--- config.mk ---
export PLATFORM = sky130hd
export DESIGN_NAME = dual_leg_deadtime
export DESIGN_NICKNAME = d
export VERILOG_FILES = /design/src/rtl/dtg_pkg.sv /design/src/rtl/dtg_in_reg.sv /design/src/rtl/dtg_timer.sv /design/src/rtl/dtg_stagger_fsm.sv /design/src/rtl/dual_leg_deadtime.sv
export SDC_FILE = /design/constraint.sdc
export NUM_CORES = 1
export LEC_CHECK = 0
export BUFFER_PORTS_ARGS = -buffer_cell sky130_fd_sc_hd__buf_2
export CAP_MARGIN = 5
export CORE_MARGIN = 5
export CORE_UTILIZATION = 44
export CTS_BUF_LIST = sky130_fd_sc_hd__clkbuf_2
export DETAILED_ROUTE_END_ITERATION = 10
export SLEW_MARGIN = 20
export SYNTH_ARGS = -nofsm -noshare
export SYNTH_HDL_FRONTEND = slang
export SYNTH_SLANG_ARGS = --single-unit
--- constraint.sdc ---
create_clock -name clk -period 2.95 [get_ports clk]
set_input_delay 0.295 -clock clk [delete_from_list [all_inputs] [get_ports clk]]
set_output_delay 0.295 -clock clk [all_outputs]
set_load 0.05 [all_outputs]
--- src/rtl/dtg_pkg.sv ---
package dtg_pkg;

  typedef enum logic [1:0] {
    ST_IDLE   = 2'd0,
    ST_SOLO   = 2'd1,
    ST_FIRST  = 2'd2,
    ST_SECOND = 2'd3
  } seq_st_t;

  // packed order p1,n1,p2,n2 (p1 is the MSB)
  typedef struct packed {
    logic p1;
    logic n1;
    logic p2;
    logic n2;
  } gate4_t;

  localparam gate4_t GATES_RESET = '{p1: 1'b0, n1: 1'b1, p2: 1'b0, n2: 1'b1};

  // complementary leg drive for a settled bit: {upper, lower}
  function automatic logic [1:0] leg_drive(input logic bit_on);
    return {bit_on, ~bit_on};
  endfunction

endpackage

--- src/rtl/dtg_in_reg.sv ---
module dtg_in_reg #(
  parameter int W = 3
) (
  input  logic         clk,
  input  logic         rst,
  input  logic [W-1:0] d,
  output logic [W-1:0] q
);
  always_ff @(posedge clk) begin
    if (rst) q <= '0;
    else     q <= d;
  end
endmodule

--- src/rtl/dtg_timer.sv ---
module dtg_timer #(
  parameter int DT_W = 10
) (
  input  logic            clk,
  input  logic            rst,
  input  logic            load,
  input  logic [DT_W-1:0] load_val,
  output logic            done
);
  logic [DT_W-1:0] cnt;

  always_ff @(posedge clk) begin
    if (rst)             cnt <= '0;
    else if (load)       cnt <= load_val;
    else if (cnt != '0)  cnt <= cnt - 1'b1;
  end

  assign done = (cnt == '0);
endmodule

--- src/rtl/dtg_stagger_fsm.sv ---
module dtg_stagger_fsm
  import dtg_pkg::*;
#(
  parameter int DT_W = 10
) (
  input  logic            clk,
  input  logic            rst,
  input  logic            cmd1,
  input  logic            cmd2,
  input  logic            dir,
  input  logic [DT_W-1:0] dt_len,
  input  logic            tmr_done,
  output logic            tmr_load,
  output logic [DT_W-1:0] tmr_val,
  output gate4_t          gates
);
  seq_st_t st;
  logic    app1, app2;   // settled states
  logic    tgt1, tgt2;   // targets of the running sequence
  logic    sel2;         // leg blanked first (or alone) is inverter 2

  logic chg1, chg2;
  assign chg1 = (cmd1 != app1);
  assign chg2 = (cmd2 != app2);

  // zero length behaves as a single cycle
  assign tmr_val = (dt_len == '0) ? '0 : dt_len - 1'b1;

  always_comb begin
    tmr_load = 1'b0;
    unique case (st)
      ST_IDLE:  tmr_load = chg1 | chg2;
      ST_FIRST: tmr_load = tmr_done;
      default:  tmr_load = 1'b0;
    endcase
  end

  always_ff @(posedge clk) begin
    if (rst) begin
      st   <= ST_IDLE;
      app1 <= 1'b0;
      app2 <= 1'b0;
      tgt1 <= 1'b0;
      tgt2 <= 1'b0;
      sel2 <= 1'b0;
    end else begin
      unique case (st)
        ST_IDLE: begin
          if (chg1 && chg2) begin
            st   <= ST_FIRST;
            tgt1 <= cmd1;
            tgt2 <= cmd2;
            sel2 <= dir;       // current flows into inverter 2 when dir=1
          end else if (chg1) begin
            st   <= ST_SOLO;
            tgt1 <= cmd1;
            tgt2 <= app2;
            sel2 <= 1'b0;
          end else if (chg2) begin
            st   <= ST_SOLO;
            tgt1 <= app1;
            tgt2 <= cmd2;
            sel2 <= 1'b1;
          end
        end
        ST_SOLO: begin
          if (tmr_done) begin
            app1 <= tgt1;
            app2 <= tgt2;
            st   <= ST_IDLE;
          end
        end
        ST_FIRST: begin
          if (tmr_done) st <= ST_SECOND;
        end
        ST_SECOND: begin
          if (tmr_done) begin
            app1 <= tgt1;
            app2 <= tgt2;
            st   <= ST_IDLE;
          end
        end
        default: st <= ST_IDLE;
      endcase
    end
  end

  logic [1:0] leg1, leg2;
  always_comb begin
    leg1 = leg_drive(app1);
    leg2 = leg_drive(app2);
    unique case (st)
      ST_SOLO, ST_FIRST: begin
        if (sel2) leg2 = 2'b00;
        else      leg1 = 2'b00;
      end
      ST_SECOND: begin
        if (sel2) begin
          leg2 = leg_drive(tgt2);
          leg1 = 2'b00;
        end else begin
          leg1 = leg_drive(tgt1);
          leg2 = 2'b00;
        end
      end
      default: ;
    endcase
    gates = '{p1: leg1[1], n1: leg1[0], p2: leg2[1], n2: leg2[0]};
  end
endmodule

--- src/rtl/dual_leg_deadtime.sv ---
module dual_leg_deadtime
  import dtg_pkg::*;
#(
  parameter int PHASES = 3,
  parameter int DT_W   = 10
) (
  input  logic              clk,
  input  logic              rst,
  input  logic [PHASES-1:0] cmd_inv1,
  input  logic [PHASES-1:0] cmd_inv2,
  input  logic [PHASES-1:0] cur_dir,
  input  logic [DT_W-1:0]   dt_len,
  output logic [PHASES-1:0] gate_p1,
  output logic [PHASES-1:0] gate_n1,
  output logic [PHASES-1:0] gate_p2,
  output logic [PHASES-1:0] gate_n2
);
  localparam int IN_W = 3 * PHASES;

  logic [IN_W-1:0]   in_q;
  logic [PHASES-1:0] c1_q, c2_q, dir_q;

  dtg_in_reg #(.W(IN_W)) u_in (
    .clk (clk),
    .rst (rst),
    .d   ({cur_dir, cmd_inv2, cmd_inv1}),
    .q   (in_q)
  );

  assign c1_q  = in_q[PHASES-1:0];
  assign c2_q  = in_q[2*PHASES-1:PHASES];
  assign dir_q = in_q[3*PHASES-1:2*PHASES];

  for (genvar ph = 0; ph < PHASES; ph++) begin : g_phase
    logic            t_load, t_done;
    logic [DT_W-1:0] t_val;
    gate4_t          g_d, g_q;

    dtg_timer #(.DT_W(DT_W)) u_tmr (
      .clk      (clk),
      .rst      (rst),
      .load     (t_load),
      .load_val (t_val),
      .done     (t_done)
    );

    dtg_stagger_fsm #(.DT_W(DT_W)) u_seq (
      .clk      (clk),
      .rst      (rst),
      .cmd1     (c1_q[ph]),
      .cmd2     (c2_q[ph]),
      .dir      (dir_q[ph]),
      .dt_len   (dt_len),
      .tmr_done (t_done),
      .tmr_load (t_load),
      .tmr_val  (t_val),
      .gates    (g_d)
    );

    always_ff @(posedge clk) begin
      if (rst) g_q <= GATES_RESET;
      else     g_q <= g_d;
    end

    assign gate_p1[ph] = g_q.p1;
    assign gate_n1[ph] = g_q.n1;
    assign gate_p2[ph] = g_q.p2;
    assign gate_n2[ph] = g_q.n2;
  end
endmodule

==> flow_summary.json <==
{
  "run_status": "complete, no violations",
  "gp_congestion": 0.871,
  "hold_buffers": 9,
  "dieArea_sq_mm": 0.0112,
  "crit_path_end": "g_phase[0].u_tmr.cnt[6]$_SDFFE_PP0P_",
  "reg2regPathDepth": 7,
  "worstSetupPathDepth": 7,
  "mostFrequentLayoutCells": "dfxtp_1, nor2_1, a21oi_1, buf_2, ha_1",
  "r2r-start": "g_phase[0].u_tmr.cnt[0]$_SDFFE_PP0P_",
  "final_util_pct": 49.3,
  "grt.total_usage_pct": 16.5,
  "rsz0062_at_grt": "no",
  "cts_resized": 0,
  "switchingPower_mw": 1.83,
  "power_leakage_nw": 1.80,
  "crit_start": "g_phase[0].u_tmr.cnt[0]$_SDFFE_PP0P_",
  "synth_edf_count": 0,
  "h-tree-depth": 3,
  "ant_nets": 0,
  "netlist.area_leader.share_pct": 35.7,
  "p_seq_share_pct": 34.9,
  "cts.sinks": 72,
  "die_h_um": 106,
  "die_w_um": 106,
  "p_clk_share_pct": 13.4,
  "swShare_pct": 43.6,
  "n_antenna_cell": 0,
  "ys_dominant_reg_cell": "dfxtp_1",
  "critPathLaunchType": "flop",
  "core_area_sq_mm": 0.00911,
  "finalHoldViolations": 0,
  "clkTransAtPathRegs_ns": 0.21,
  "io_buffer_count": 32,
  "synth_top_cell_by_area": "dfxtp_1",
  "fin_nets": 561,
  "setup_violations": 0,
  "dpl.cell_count": 606,
  "drt_iter0_markers": 198,
  "fmax_mhz": 436,
  "antenna_found_initial": 0,
  "clockBufferDepth": 2,
  "cp.required_ns": 3.39,
  "post-route-min-period_ns": 2.29,
  "slowest_delay_ns": 0.48,
  "netlist_instances": 479,
  "mostFrequentLayoutCell": "dfxtp_1",
  "finalMaxSlewViolations": 0,
  "syn_area_sq_mm": 0.00404,
  "dp_hpwl_um": 6620,
  "io-pin-count": 33,
  "r2r_end": "g_phase[0].u_tmr.cnt[6]$_SDFFE_PP0P_",
  "wl_um": 9120,
  "max_slew_margin_pct": 47.4,
  "comb_power_share_pct": 51.7,
  "syn_nets": 525,
  "yosysUniqueCellTypes": 67,
  "ys_seq_area_share_pct": 35.7,
  "rows": 35,
  "yosys-top-cells-area": "dfxtp_1, ha_1, nor2_1",
  "drive_gt1_share_pct": 13.7,
  "tightest_slew_ns": 0.785,
  "cp_top_family": "simple AND/OR/NAND/NOR gates",
  "crit_path_top_delay_cell": "nor4b_2",
  "ys_ff_latch": 72,
  "grt_overflow_total": 0,
  "ys_warn_count": 0,
  "path_max_fanout": 11,
  "skew_ns": 0.0232,
  "grt_max_degree": 35,
  "cts_setup_buffers": 0,
  "drcViolationCount": 0,
  "area_growth_syn_to_layout_pct": 11.1,
  "avgSynthCellArea_sq_um": 8.43,
  "initial_core_util_pct": 44.4,
  "vias": 3517,
  "cp-end-kind": "flop",
  "root_buffer": "clkbuf_2",
  "min_path_type": "input port to flop",
  "worst_ep_arrival_time_ns": 2.73,
  "grt_pass1_wl_um": 15200,
  "dr.pass1.iters": 4,
  "cp_cell_sequence": "inv_1, ha_1, nor4b_2, and3_1, a21o_1, nor3_1, a211oi_1",
  "cts_tree": "built",
  "power_density_mw_per_mm2": 937,
  "finalNonFillerCells": 631,
  "cts_buffers": 9,
  "vias_per_cell": 5.57,
  "fin_crit_sh_pct": 77.7,
  "cap_violations": 0,
  "path_class": "flop to flop",
  "routedWlPerCell_um": 14.5,
  "ys_async_sr_fraction_pct": 0,
  "finalPower_mw": 4.21,
  "grt_pass1_vias": 3250,
  "clock_latency_ns": 0.51,
  "fin_tns_setup_ns": 0,
  "r2r_setup_slack_ns": 0.66,
  "hp-start": "dt_len[0]",
  "ir_worst_vdd_uv": 384,
  "p_int_mw": 2.37,
  "critPathBufInv": 1
}
## metal layers
layer	wire length (um)	global-route usage [%]	vias to the layer above	part of all wire, %
met5	0	0	-	0
met4	172	6.48	0	1.9
met2	4160	26.6	75	46
met1	4430	22.0	1645	49
met3	360	2.88	13	3.9
li1	-	-	1784	-
## power by group through the flow
stage	logic, mW	clock network (mW)	registers (mW)
CTS	2.18	0.587	1.47
global placement	2.12	0	1.48
floorplan	1.73	0	1.51
detailed placement	2.16	0	1.48
finish	2.18	0.563	1.47
global route	2.43	0.634	1.51
## tightest hold or removal path, stage by stage
cell and delay [ns]:
buf_2 0.11, a31oi_1 0.15, nand2_1 0.11, a21oi_1 0.06
## worst min path at each step
stage | cells after the start | slack [ns] | end
after detailed placement | 2 | 0.47 | g_phase[1].u_seq.tgt2$_SDFFE_PP0P_
after global placement | 2 | 0.46 | g_phase[1].u_seq.tgt2$_SDFFE_PP0P_
final | 4 | 0.24 | g_phase[0].u_tmr.cnt[0]$_SDFFE_PP0P_
after global routing | 4 | 0.22 | g_phase[0].u_tmr.cnt[0]$_SDFFE_PP0P_
after CTS | 4 | 0.18 | g_phase[0].u_tmr.cnt[0]$_SDFFE_PP0P_
after floorplan | 1 | 0.42 | u_in.q[0]$_SDFF_PP0_
## through the flow
step	hold slack [ns]	setup WS [ns]	area, sq um
final	0.240	0.658	4490
after global routing	0.225	0.379	4490
after CTS	0.184	0.634	4490
after detailed placement	0.471	0.679	4280
after global placement	0.457	0.774	4280
after floorplan	0.423	0.917	4040
## area by class of cell
cell class / instances / area [sq um]
clock buffers: 9 / 45.0
repair buffers: 44 / 273
clock inverters: 7 / 72.6
flip-flops and latches: 72 / 1440
well taps: 111 / 139
multi-input cells: 366 / 2440
inverters: 22 / 82.6
fillers: 918 / 4620
## state kept, by name, summed over array words and instances (netlist names)
register,flops
g_phase.u_tmr.cnt,30
g_phase.u_seq.tgt1,3
gate_p2,3
g_phase.u_seq.app2,3
u_in.q,9
g_phase.u_seq.tgt2,3
g_phase.u_seq.app1,3
g_phase.u_seq.st,6
gate_p1,3
gate_n2,3
gate_n1,3
g_phase.u_seq.sel2,3
## kinds of logic after synthesis
kind of cell	count (synthesis)	synth area share [%]
buffers and inverters	41	4.03
adders and majority gates	25	7.74
DFF	72	35.7
and+or+nand+nor	186	24.5
muxes	17	4.37
xor gates and xnor gates	17	3.69
AOI/OAI and AO/OA	121	20.0
## Yosys cell counts, types with 4 or more instances
library cell  number
or4_1              4
nand2_1           22
o311ai_0           4
dfxtp_1           72
nand3_1            7
o21ai_0           22
mux2i_1           15
nor4_1             6
a31oi_1            6
a21oi_1           32
a211oi_1          16
nor3_1            19
nand2b_1           9
ha_1              25
xnor2_1           14
a21o_1             6
nor2_1            69
nor4b_1            4
nand4b_1           4
clkbuf_1          14
or3_1              7
inv_1             22
nor2b_1           14
Power figures use the tool's default switching activity.
